### src/rtl/lic_pkg.sv
`timescale 1ns/1ps
// Package: shared constants and types for the per-processor claim slice.
// Assumes a 12-bit byte address and a 32-bit data register port.
package lic_pkg;
    localparam int LIC_DW = 32;
    localparam int LIC_AW = 12;

    // Register offsets; the IPI field layout and these offsets are fixed by software.
    localparam logic [LIC_AW-1:0] A_CTRL   = 12'h000;
    localparam logic [LIC_AW-1:0] A_TRIG0  = 12'h014;
    localparam logic [LIC_AW-1:0] A_IPI    = 12'h060;
    localparam logic [LIC_AW-1:0] A_CLAIM  = 12'h06C;
    localparam logic [LIC_AW-1:0] A_ENSET  = 12'h0A0;
    localparam logic [LIC_AW-1:0] A_ENCLR  = 12'h0A4;
    localparam logic [LIC_AW-1:0] A_DONE   = 12'h0B4;

    localparam int IPI_ID_W  = 4;
    localparam int IPI_MSK_LSB = 8;

    typedef enum logic [1:0] {
        TRIG_LVL_HI = 2'd0,
        TRIG_LVL_LO = 2'd1,
        TRIG_RISE   = 2'd2,
        TRIG_FALL   = 2'd3
    } trig_e;
endpackage

### src/rtl/lic_trig_detect.sv
`timescale 1ns/1ps
// Trigger detector: samples each private line, decodes its 2-bit trigger
// type and produces a pending bit. Edge and IPI events latch until the
// claim clears them; level types follow the sampled line.
// Assumes lines are already synchronous to clk.
module lic_trig_detect
    import lic_pkg::*;
#(
    parameter int NUM_PRIV = 32
) (
    input  logic                  clk,
    input  logic                  rst_n,
    input  logic [NUM_PRIV-1:0]   line_i,
    input  logic [2*NUM_PRIV-1:0] trig_cfg,
    input  logic [NUM_PRIV-1:0]   set_vec,
    input  logic [NUM_PRIV-1:0]   clr_vec,
    output logic [NUM_PRIV-1:0]   pend_o
);
    for (genvar i = 0; i < NUM_PRIV; i++) begin : g_line
        logic  smp_q, smp_qq, latch_q;
        logic  is_edge_hit, lvl_act;
        trig_e kind;

        assign kind = trig_e'(trig_cfg[2*i +: 2]);

        // Two-stage sample of the line for edge detection.
        always_ff @(posedge clk) begin
            if (!rst_n) begin
                smp_q  <= 1'b0;
                smp_qq <= 1'b0;
            end else begin
                smp_q  <= line_i[i];
                smp_qq <= smp_q;
            end
        end

        // Decode the selected edge or active level.
        always_comb begin
            is_edge_hit = ((kind == TRIG_RISE) &&  smp_q && !smp_qq) ||
                          ((kind == TRIG_FALL) && !smp_q &&  smp_qq);
            lvl_act     = ((kind == TRIG_LVL_HI) &&  smp_q) ||
                          ((kind == TRIG_LVL_LO) && !smp_q);
        end

        // Latched pending: a new event wins over a same-cycle claim clear.
        always_ff @(posedge clk) begin
            if (!rst_n)                        latch_q <= 1'b0;
            else if (is_edge_hit || set_vec[i]) latch_q <= 1'b1;
            else if (clr_vec[i])               latch_q <= 1'b0;
        end

        assign pend_o[i] = lvl_act | latch_q;
    end
endmodule

### src/rtl/lic_claim_arb.sv
`timescale 1ns/1ps
// Claim arbiter: fixed priority, lowest index wins. Purely combinational.
// Assumes the caller orders candidates so that a lower index is a lower ID.
module lic_claim_arb #(
    parameter int N     = 33,
    parameter int IDX_W = $clog2(N)
) (
    input  logic [N-1:0]     req,
    output logic             found,
    output logic [IDX_W-1:0] idx
);
    // Scan from the top so that the lowest set request is left in idx.
    always_comb begin
        found = 1'b0;
        idx   = '0;
        for (int k = N - 1; k >= 0; k--) begin
            if (req[k]) begin
                found = 1'b1;
                idx   = IDX_W'(k);
            end
        end
    end
endmodule

### src/rtl/lic_regs.sv
`timescale 1ns/1ps
// Register file: control enable, trigger words, per-ID enable bits set and
// cleared by ID commands, and the outgoing IPI pulse. Produces plain read
// data for non-claim offsets. Assumes NUM_PRIV is a multiple of 16.
module lic_regs
    import lic_pkg::*;
#(
    parameter int NUM_PRIV = 32,
    parameter int NUM_IDS  = 256,
    parameter int NUM_CPU  = 8,
    parameter int ID_W     = $clog2(NUM_IDS)
) (
    input  logic                  clk,
    input  logic                  rst_n,
    input  logic                  bus_sel,
    input  logic                  bus_wr,
    input  logic [LIC_AW-1:0]     bus_addr,
    input  logic [LIC_DW-1:0]     bus_wdata,
    output logic [LIC_DW-1:0]     reg_rdata,
    output logic                  ctrl_en,
    output logic [2*NUM_PRIV-1:0] trig_cfg,
    output logic [NUM_IDS-1:0]    en_vec,
    output logic                  ipi_tx_valid,
    output logic [IPI_ID_W-1:0]   ipi_tx_id,
    output logic [NUM_CPU-1:0]    ipi_tx_mask
);
    localparam int CFG_WORDS = (2 * NUM_PRIV) / LIC_DW;

    logic            wr_hit, id_ok;
    logic [ID_W-1:0] cmd_id;
    logic [LIC_DW-1:0] cfg_q [CFG_WORDS];

    assign wr_hit = bus_sel && bus_wr;
    assign id_ok  = bus_wdata < LIC_DW'(NUM_IDS);
    assign cmd_id = bus_wdata[ID_W-1:0];

    // Local controller enable bit.
    always_ff @(posedge clk) begin
        if (!rst_n)                         ctrl_en <= 1'b0;
        else if (wr_hit && bus_addr == A_CTRL) ctrl_en <= bus_wdata[0];
    end

    // Trigger configuration words, one per 16 private IDs.
    for (genvar w = 0; w < CFG_WORDS; w++) begin : g_cfg
        always_ff @(posedge clk) begin
            if (!rst_n) cfg_q[w] <= '0;
            else if (wr_hit && bus_addr == A_TRIG0 + LIC_AW'(4 * w)) cfg_q[w] <= bus_wdata;
        end
        assign trig_cfg[LIC_DW*w +: LIC_DW] = cfg_q[w];
    end

    // Per-ID enable bits, changed one ID per command write.
    always_ff @(posedge clk) begin
        if (!rst_n) begin
            en_vec <= '0;
        end else if (wr_hit && id_ok) begin
            if (bus_addr == A_ENSET) en_vec[cmd_id] <= 1'b1;
            if (bus_addr == A_ENCLR) en_vec[cmd_id] <= 1'b0;
        end
    end

    // Outgoing inter-processor interrupt, a one-cycle pulse.
    always_ff @(posedge clk) begin
        if (!rst_n) begin
            ipi_tx_valid <= 1'b0;
            ipi_tx_id    <= '0;
            ipi_tx_mask  <= '0;
        end else begin
            ipi_tx_valid <= wr_hit && bus_addr == A_IPI;
            if (wr_hit && bus_addr == A_IPI) begin
                ipi_tx_id   <= bus_wdata[IPI_ID_W-1:0];
                ipi_tx_mask <= bus_wdata[IPI_MSK_LSB +: NUM_CPU];
            end
        end
    end

    // Read mux for the plain registers; others read as zero.
    always_comb begin
        reg_rdata = '0;
        if (bus_addr == A_CTRL) reg_rdata[0] = ctrl_en;
        for (int w = 0; w < CFG_WORDS; w++) begin
            if (bus_addr == A_TRIG0 + LIC_AW'(4 * w)) reg_rdata = cfg_q[w];
        end
    end
endmodule

### src/rtl/lic_slice.sv
`timescale 1ns/1ps
// Per-processor interrupt claim slice: combines pending state from the
// trigger detector with enable and active bits, arbitrates the lowest ID,
// and handles claim reads and completion writes. Assumes the shared ID
// presented by the distributor is at least NUM_PRIV when shr_req is high.
module lic_slice
    import lic_pkg::*;
#(
    parameter int NUM_PRIV = 32,
    parameter int NUM_IDS  = 256,
    parameter int NUM_CPU  = 8,
    parameter int ID_W     = $clog2(NUM_IDS)
) (
    input  logic                clk,
    input  logic                rst_n,
    input  logic                bus_sel,
    input  logic                bus_wr,
    input  logic [11:0]         bus_addr,
    input  logic [31:0]         bus_wdata,
    output logic [31:0]         bus_rdata,
    output logic                bus_rvalid,
    input  logic [NUM_PRIV-1:0] line_i,
    input  logic                shr_req,
    input  logic [ID_W-1:0]     shr_id,
    output logic                shr_taken,
    output logic                shr_done,
    input  logic                ipi_rx_valid,
    input  logic [3:0]          ipi_rx_id,
    output logic                ipi_tx_valid,
    output logic [3:0]          ipi_tx_id,
    output logic [NUM_CPU-1:0]  ipi_tx_mask,
    output logic                irq_o
);
    localparam int NCAND = NUM_PRIV + 1;
    localparam int IDX_W = $clog2(NCAND);

    logic                  ctrl_en;
    logic [2*NUM_PRIV-1:0] trig_cfg;
    logic [NUM_IDS-1:0]    en_vec;
    logic [LIC_DW-1:0]     reg_rdata;
    logic [NUM_PRIV-1:0]   pend, set_vec, clr_vec, priv_act, priv_cand;
    logic                  shr_act, shr_cand;
    logic [ID_W-1:0]       shr_act_id, win_id, done_id;
    logic [NCAND-1:0]      cand;
    logic                  found, claim_rd, claim_go, win_shr, done_hit;
    logic [IDX_W-1:0]      win_idx;

    lic_regs #(
        .NUM_PRIV(NUM_PRIV), .NUM_IDS(NUM_IDS), .NUM_CPU(NUM_CPU), .ID_W(ID_W)
    ) regs_i (
        .clk(clk), .rst_n(rst_n), .bus_sel(bus_sel), .bus_wr(bus_wr),
        .bus_addr(bus_addr), .bus_wdata(bus_wdata), .reg_rdata(reg_rdata),
        .ctrl_en(ctrl_en), .trig_cfg(trig_cfg), .en_vec(en_vec),
        .ipi_tx_valid(ipi_tx_valid), .ipi_tx_id(ipi_tx_id), .ipi_tx_mask(ipi_tx_mask)
    );

    lic_trig_detect #(.NUM_PRIV(NUM_PRIV)) trig_i (
        .clk(clk), .rst_n(rst_n), .line_i(line_i), .trig_cfg(trig_cfg),
        .set_vec(set_vec), .clr_vec(clr_vec), .pend_o(pend)
    );

    lic_claim_arb #(.N(NCAND), .IDX_W(IDX_W)) arb_i (
        .req(cand), .found(found), .idx(win_idx)
    );

    // Candidate vector: private IDs in order, the shared request last.
    always_comb begin
        priv_cand = pend & en_vec[NUM_PRIV-1:0] & ~priv_act;
        shr_cand  = shr_req && en_vec[shr_id] && !shr_act && (shr_id >= ID_W'(NUM_PRIV));
        cand      = {shr_cand, priv_cand};
        win_shr   = found && (win_idx == IDX_W'(NUM_PRIV));
        win_id    = win_shr ? shr_id : ID_W'(win_idx);
    end

    // Claim read and completion write decode.
    always_comb begin
        claim_rd = bus_sel && !bus_wr && bus_addr == A_CLAIM;
        claim_go = claim_rd && found;
        done_hit = bus_sel && bus_wr && bus_addr == A_DONE && (bus_wdata < 32'(NUM_IDS));
        done_id  = bus_wdata[ID_W-1:0];
    end

    // Per-line claim clear and incoming IPI set strobes.
    for (genvar i = 0; i < NUM_PRIV; i++) begin : g_strobe
        assign clr_vec[i] = claim_go && !win_shr && (win_idx == IDX_W'(i));
        assign set_vec[i] = ipi_rx_valid && ({{(ID_W-4){1'b0}}, ipi_rx_id} == ID_W'(i));
    end

    // Private active bits: set by claim, cleared by completion of that ID.
    always_ff @(posedge clk) begin
        if (!rst_n) begin
            priv_act <= '0;
        end else begin
            for (int i = 0; i < NUM_PRIV; i++) begin
                if (clr_vec[i])                             priv_act[i] <= 1'b1;
                else if (done_hit && done_id == ID_W'(i))   priv_act[i] <= 1'b0;
            end
        end
    end

    // Single active slot for the shared request and its handshake pulses.
    always_ff @(posedge clk) begin
        if (!rst_n) begin
            shr_act    <= 1'b0;
            shr_act_id <= '0;
            shr_taken  <= 1'b0;
            shr_done   <= 1'b0;
        end else begin
            shr_taken <= claim_go && win_shr;
            shr_done  <= done_hit && shr_act && done_id == shr_act_id;
            if (claim_go && win_shr) begin
                shr_act    <= 1'b1;
                shr_act_id <= shr_id;
            end else if (done_hit && shr_act && done_id == shr_act_id) begin
                shr_act <= 1'b0;
            end
        end
    end

    // Registered read return: claim result or plain register value.
    always_ff @(posedge clk) begin
        if (!rst_n) begin
            bus_rdata  <= '0;
            bus_rvalid <= 1'b0;
        end else begin
            bus_rvalid <= bus_sel && !bus_wr;
            if (bus_sel && !bus_wr) begin
                if (claim_rd) bus_rdata <= found ? 32'(win_id) : '1;
                else          bus_rdata <= reg_rdata;
            end
        end
    end

    assign irq_o = ctrl_en && found;
endmodule

### config.mk
export PLATFORM = sky130hd
export DESIGN_NAME = lic_slice
export DESIGN_NICKNAME = d
export VERILOG_FILES = /design/src/rtl/lic_pkg.sv /design/src/rtl/lic_trig_detect.sv /design/src/rtl/lic_claim_arb.sv /design/src/rtl/lic_regs.sv /design/src/rtl/lic_slice.sv
export SDC_FILE = /design/constraint.sdc
export NUM_CORES = 1
export LEC_CHECK = 0
export BUFFER_PORTS_ARGS = -buffer_cell sky130_fd_sc_hd__buf_2
export CAP_MARGIN = 30
export CORE_ASPECT_RATIO = 1.75
export CORE_UTILIZATION = 61
export CTS_CLUSTER_DIAMETER = 30
export DETAILED_ROUTE_END_ITERATION = 16
export PLACE_DENSITY = 0.82
export REMOVE_ABC_BUFFERS = 1
export SYNTH_ARGS = -nofsm -noshare
export SYNTH_HDL_FRONTEND = slang
export SYNTH_SLANG_ARGS = --single-unit
### constraint.sdc
create_clock -name clk -period 6 [get_ports clk]
set_clock_uncertainty 0.1 [all_clocks]
set_input_delay 0.9 -clock clk [delete_from_list [all_inputs] [get_ports clk]]
set_output_delay 0.9 -clock clk [all_outputs]
set_load 0.1 [all_outputs]
==> reports/metrics.yaml, run 1 <==
worst_setup_path:
  crit_path_end_kind: "output port"
  slowest_stage: "a32oi_1"
  start_kind: "flip-flop"
  arrival_ns: 4.31
  ff2ff_path_depth: 8
  crit_type: "flip-flop to output port"
  path_cells: "xor2_1, a32oi_1, nand4_1, nor4b_1, and3_1, o221ai_2, and2_1, buf_2"
  cp_slowest_stage_delay_ns: 0.73
  regToRegSetupSlack_ns: 1.69
  r2r_end: "bus_rdata[21]$_SDFFE_PN0P_"
  rr_startpoint: "regs_i.cfg_q[1][0]$_SDFFCE_PN0P_"
  critPathMaxFanout: 9
  critPathRequiredTime_ns: 5.00
layout:
  drive_gt1_share_pct: 14.2
  nets: 2762
  final_cell_area_um2: 26300
  nFillCells: 2747
  syn2layout_area_growth_pct: 15.4
  multi_input_area_um2: 11200
  seq_area_um2: 10800
  antennaDiodeCount: 0
power:
  power.share.combinational_pct: 5.3
  power_density_nw_per_um2: 310
  p_int_uw: 6190
  leakage_uw: 0.00955
  power.share.clock_pct: 51.3
  p_sw_uw: 1980
  swShare_pct: 24.2
  pwr-share-seq_pct: 43.3
  peakVddDrop_mv: 0.198
synthesis:
  netlist_area_um2: 22800
  post_synth.cell_area_avg_um2: 8.77
  ys.flop_type: "dfxtp_1"
  post_synth_num_cell_types: 69
  synth-edff-count: 64
  syn_inst: 2599
  async_reset_ff_share_pct: 0
  yosysSeqAreaShare_pct: 47.2
  yosys_register_bits: 506
  yosysWarnings: 0
clock_tree:
  clock_latency_ns: 0.60
  cts_made_buffers: 66
  postCtsSetupBuffers: 0
  ctsHoldBuffers: 0
  cts_resized: 0
  cts_root_buffer: "clkbuf_16"
  path_clk_slew_ns: 0.06
  ctsLongestPathBuffers: 3
  cts.sinks: 506
  htree_levels: 3
  cts_tree: "built"
grt:
  grt_overflow: 0
  grt_pass1_vias: 21700
  grt_max_degree: 221
  antenna_found_initial: 3
  grtUsageTotal_pct: 41.8
  grt_use_met3_pct: 9.65
  grt_pass1_wl_um: 121000
  top_usage_layer: "met2"
  grtUsageMet1_pct: 43.9
  grtUsageMet2_pct: 69.3
placed_design:
  hpwl_um: 51700
  place_area_um2: 23900
  io_buffers: 142
  globalplace.congestion: 1.01
routing:
  drt-total-wl_um: 80300
  postRouteAntennaNets: 0
  firstDrtPassIters: 9
  drt_iter0_markers: 2857
  vias_per_cell: 6.85
  vias: 21900
  drcViolationCount: 0
  wire_per_inst_um: 25.2
floorplan:
  rows: 93
  ios: 143
  die_width_um: 148
  start_util_pct: 62.0
  die_area_um2: 38200
  die_h_um: 258
  core_area_um2: 36800
timing:
  setup_viol: 0
  worstMarginPinSlew_ns: 1.12
  setup_tns_ns: 0
  fmax_mhz: 188
  timing.hold.ws_ns: 0.346
  rsz0062_at_grt: "no"
  drv_slew: 0
  fin_crit_ns: 5.31
  fin_crit_sh_pct: 88.5
  slew_headroom_pct: 25.0
  hold_viol_final: 0
worst_hold_path:
  hold_path.class: "flip-flop to flip-flop"
  worstHoldStart: "bus_rdata[29]$_SDFFE_PN0P_"
  min_to: "bus_rdata[29]$_SDFFE_PN0P_"
  hold_depth: 2
status:
  status: "finished clean"
run:
  drv_cap: 0
## registers in the layout (all words and copies together) (netlist names), named ones only
register,cells
regs_i.en_vec,255
trig_i.g_line.latch_q,32
regs_i.ipi_tx_mask,8
shr_done,1
shr_taken,1
trig_i.g_line.smp_q,32
shr_act_id,8
regs_i.ipi_tx_id,4
regs_i.cfg_q,64
bus_rvalid,1
bus_rdata,32
priv_act,32
regs_i.ctrl_en,1
trig_i.g_line.smp_qq,32
regs_i.ipi_tx_valid,1
shr_act,1
## metrics by stage
| step | std cells | worst slack, ns | util (%) | total power, uW |
|---|---|---|---|---|
| 3_5_place_dp | 3071 | 0.824 | 65.1 | 4020 |
| 4_1_cts | 3189 | 0.794 | 71.4 | 8140 |
| 6_report | 3193 | 0.692 | 71.6 | 8160 |
| 2_1_floorplan | 2400 | 1.31 | - | 3790 |
| 3_3_place_gp | 3063 | 0.886 | 64.7 | 4000 |
| 5_1_grt | 3193 | 0.499 | 71.6 | 8330 |
## worst max path at each step
| stage | startpoint | end | slack, ns |
|---|---|---|---|
| 2_1_floorplan | rst_n | bus_rdata[0]$_SDFFE_PN0P_ | 1.31 |
| 3_3_place_gp | shr_id[0] | irq_o | 0.89 |
| 3_5_place_dp | shr_id[0] | irq_o | 0.82 |
| 4_1_cts | shr_id[0] | irq_o | 0.79 |
| 5_1_grt | regs_i.cfg_q[1][14]$_SDFFCE_PN0P_ | irq_o | 0.50 |
| 6_report | regs_i.cfg_q[1][0]$_SDFFCE_PN0P_ | irq_o | 0.69 |
## area by class of cell
class,instances,share of cell area [%]
well taps,475,2.26
flip-flops and latches,506,40.9
clock inverters,41,2.07
inverters,34,0.490
clock buffers,77,6.79
repair buffers,200,4.80
multi-input cells,1860,42.7
## power groups by stage
stage                     logic [uW]  registers, uW  clock network, uW
after floorplan                  192           3600                  0
after global placement           395           3600                  0
after detailed placement         410           3610                  0
after CTS                        416           3530               4190
after global routing             458           3540               4330
final                            434           3540               4190
## placed cells by master (no fill, tap or decap), types with 12 or more instances in the layout
master,count
o21ai_0,290
o31ai_1,32
nor2_1,312
xor2_1,25
buf_2,141
mux2i_1,79
mux4_2,35
xnor2_1,15
a21oi_1,353
nand3b_1,15
a22oi_1,34
o21ai_1,28
edfxtp_1,64
a32oi_1,13
or3_1,29
buf_4,46
a311oi_1,32
a221oi_1,31
inv_1,33
clkbuf_16,69
dfxtp_1,442
nand2_1,136
and2_1,136
nor3b_1,35
nor3_1,13
nand2b_1,15
nand3_1,37
nor2b_1,13
a31oi_1,12
## worst max-delay path: cells and delay by family, from the launching register on
kind	cells	cell delay, ns
xor+xnor	1	0.19
buf+inv	1	0.30
flops	1	0.45
simple gates	4	1.75
compound gates	2	1.00
## routing by layer
metal  vias to the layer above  wire, um
li1                       9509         -
met1                     10200     25400
met2                      1579     38400
met3                       544      8580
met4                         4      7950
met5                         -        25
## cells in the mapped netlist, drive strengths merged (11+ instances only)
cell	count	area share, %
nor2b	13	0.36
xor2	25	0.96
nor3	23	0.53
clkbuf	176	2.9
nand2b	15	0.41
mux4	35	3.5
a31oi	12	0.33
nand2	136	2.2
nor3b	35	1.2
nand3	37	0.81
dfxtp	442	39
nor4	14	0.45
edfxtp	64	8.4
o31ai	32	1.1
nand3b	15	0.49
buf	23	0.59
a21oi	353	7.7
or3	29	0.80
nand4	11	0.30
o21ai	320	7.0
xnor2	15	0.58
a221oi	31	1.2
inv	33	0.54
a22oi	34	1.1
nor2	319	5.3
a32oi	13	0.50
and2	136	3.7
mux2i	79	3.5
a311oi	32	1.2
## cells by family (layout without fill, tap and decap cells)
logic type / count (synthesis) / in the layout / synth area share [%]
and+or+nand+nor: 821 / 821 / 17.9
AOI/OAI and AO/OA: 885 / 885 / 22.4
buffers and inverters: 233 / 352 / 4.05
muxes: 114 / 114 / 6.92
xor gates and xnor gates: 40 / 40 / 1.54
DFF: 506 / 506 / 47.2
No activity file was read; power rests on OpenSTA's default activity.
==> inputs of run 2 (changes only) <==
--- a/config.mk
+++ b/config.mk
@@ -5,9 +5,9 @@
 export SDC_FILE = /design/constraint.sdc
 export NUM_CORES = 1
 export LEC_CHECK = 0
-export BUFFER_PORTS_ARGS = -buffer_cell sky130_fd_sc_hd__buf_2
+export BUFFER_PORTS_ARGS = -buffer_cell sky130_fd_sc_hd__buf_4
 export CAP_MARGIN = 30
-export CORE_ASPECT_RATIO = 1.75
+export CORE_ASPECT_RATIO = 0.75
 export CORE_UTILIZATION = 61
 export CTS_CLUSTER_DIAMETER = 30
 export DETAILED_ROUTE_END_ITERATION = 16
==> constraint.sdc (replaced) <==
create_clock -name clk -period 6 [get_ports clk]
set_clock_uncertainty 0.1 [all_clocks]
set_input_delay 1.2 -clock clk [delete_from_list [all_inputs] [get_ports clk]]
set_output_delay 1.2 -clock clk [all_outputs]
set_load 0.1 [all_outputs]
==> reports/metrics.yaml, run 2 (same netlist as run 1, synthesis figures left out) <==
routing:
  postRouteAntennaNets: 0  # unchanged
  vias: 22400  # +2.5%
  drt-total-wl_um: 81700  # +1.7%
  drcViolationCount: 0  # unchanged
  firstDrtPassIters: 8  # -1
  drt_iter0_markers: 3661  # +28%
  wire_per_inst_um: 25.1  # -0.15%
  vias_per_cell: 6.90  # +0.67%
timing:
  timing.hold.ws_ns: 0.345  # -0.000950 ns
  fmax_mhz: 185  # -1.7%
  fin_crit_sh_pct: 90.0  # +1.5 points
  worstMarginPinSlew_ns: 1.19  # +0.0641 ns
  fin_crit_ns: 5.40  # +0.0898 ns
  slew_headroom_pct: 20.5  # -4.4 points
  setup_tns_ns: 0  # unchanged
  rsz0062_at_grt: "no"
  hold_viol_final: 0  # unchanged
  setup_viol: 0  # unchanged
  drv_slew: 0  # unchanged
floorplan:
  die_width_um: 225  # +52%
  start_util_pct: 62.8  # +0.74 points
  die_h_um: 169  # -34%
  ios: 143  # unchanged
  core_area_um2: 36300  # -1.2%
  die_area_um2: 38200  # about the same
  rows: 60  # -35%
grt:
  grt_max_degree: 145  # -34%
  grtUsageTotal_pct: 41.8  # +0.048 points
  grt_overflow: 0  # unchanged
  grt_pass1_wl_um: 122000  # +0.79%
  antenna_found_initial: 2  # -1
  grt_pass1_vias: 21100  # -2.8%
clock_tree:
  htree_levels: 3  # unchanged
  cts_made_buffers: 79  # +20%
  cts_tree: "built"
  cts_resized: 0  # unchanged
  ctsHoldBuffers: 0  # unchanged
  clock_latency_ns: 0.61  # about the same
  cts.sinks: 506  # unchanged
  path_clk_slew_ns: 0.05  # about the same
  postCtsSetupBuffers: 0  # unchanged
  ctsLongestPathBuffers: 3  # unchanged
  cts_root_buffer: "clkbuf_16"
power:
  power_density_nw_per_um2: 314  # +1.3%
  leakage_uw: 0.00986  # +3.2%
  peakVddDrop_mv: 0.274  # +38%
worst_setup_path:
  critPathRequiredTime_ns: 4.70  # -0.30 ns
  start_kind: "primary input"
  critPathMaxFanout: 45  # +36
  crit_path_end_kind: "output port"
  arrival_ns: 4.10  # -0.21 ns
  crit_type: "primary input to output port"
layout:
  regMostFlops: "regs_i.en_vec"
  stdcell_count: 3252  # +1.8%
  mostFrequentLayoutCells: "dfxtp_1 (442), a21oi_1 (353), nor2_1 (316), o21ai_0 (290), buf_4 (188)"
  largest_register_ffs: 255  # unchanged
  syn2layout_area_growth_pct: 19.2
  final_common_cell: "dfxtp_1"
  drive_gt1_share_pct: 15.0  # +0.87 points
  reg_top3: "regs_i.en_vec (255), regs_i.cfg_q (64)"
  nets: 2783  # +0.76%
placed_design:
  place_inst: 3094  # +0.75%
  globalplace.congestion: 1.02  # +0.65%
  hpwl_um: 50900  # -1.6%
  io_buffers: 142  # unchanged
status:
  status: "finished clean"
run:
  drv_cap: 0  # unchanged
worst_hold_path:
  hold_path.class: "flip-flop to flip-flop"
## run 2: cell types whose count changed in the layout (fill, tap and decap cells not counted), moves of 6 or more
| cell | previous run | this run |
|---|---|---|
| clkinvlp_4 | 5 | 11 |
| buf_4 | 46 | 188 |
| clkinv_4 | 3 | 11 |
| clkbuf_16 | 69 | 80 |
| buf_2 | 141 | 0 |
| buf_16 | 2 | 8 |
## run 2: critical path, stage by stage
cell and delay, ns:
buf_4 0.58, mux4_2 0.62, mux2i_1 0.17, mux2i_1 0.17, a32o_1 0.33, nor4_4 0.31
o221ai_2 0.23, and2_1 0.21, buf_4 0.23
## run 2: per-layer routing
| metal | vias to the layer above | global-route usage, % | routed length, um |
|---|---|---|---|
| li1 | 9581 | - | - |
| met3 | 417 | 13.3 | 13100 |
| met4 | 2 | 19.0 | 4240 |
| met5 | - | 0 | 19 |
| met2 | 1908 | 60.6 | 33800 |
| met1 | 10500 | 56.9 | 30500 |
## run 2: cell type report
type                    count  area, um2
diodes                      2       5.00
clock buffers              89       2090
clock inverters            57        547
fillers                  2547       9150
inverters                  34        129
multi-input cells        1860      11200
flip-flops and latches    506      10800
well taps                 496        621
repair buffers            208       1780
## run 2: through the flow
stage	total power, uW	setup WS (ns)	area, um2	util, %
finish	8540	0.602	27200	74.8
detailed placement	4050	0.744	24400	67.1
global placement	4020	0.799	24200	66.6
floorplan	3790	1.01	22000	-
global route	8700	0.514	27200	74.8
CTS	8490	0.741	27000	74.3
## run 2: power breakdown
part	leakage, uW	internal, uW	switching [uW]
combinational	0.00441	158	316
sequential	0.00418	3490	54.5
clock	0.00127	2760	1770
## run 2: worst paths after layout
check                                                      start                          to  slack, ns  cells past startpoint
worst max-delay path                                   shr_id[1]                       irq_o       0.60                      9
worst max register to register  regs_i.cfg_q[1][0]$_SDFFCE_PN0P_  bus_rdata[18]$_SDFFE_PN0P_       1.91                      8
worst min-delay path                  bus_rdata[19]$_SDFFE_PN0P_  bus_rdata[19]$_SDFFE_PN0P_       0.35                      2
worst min register to register        bus_rdata[19]$_SDFFE_PN0P_  bus_rdata[19]$_SDFFE_PN0P_       0.35                      2
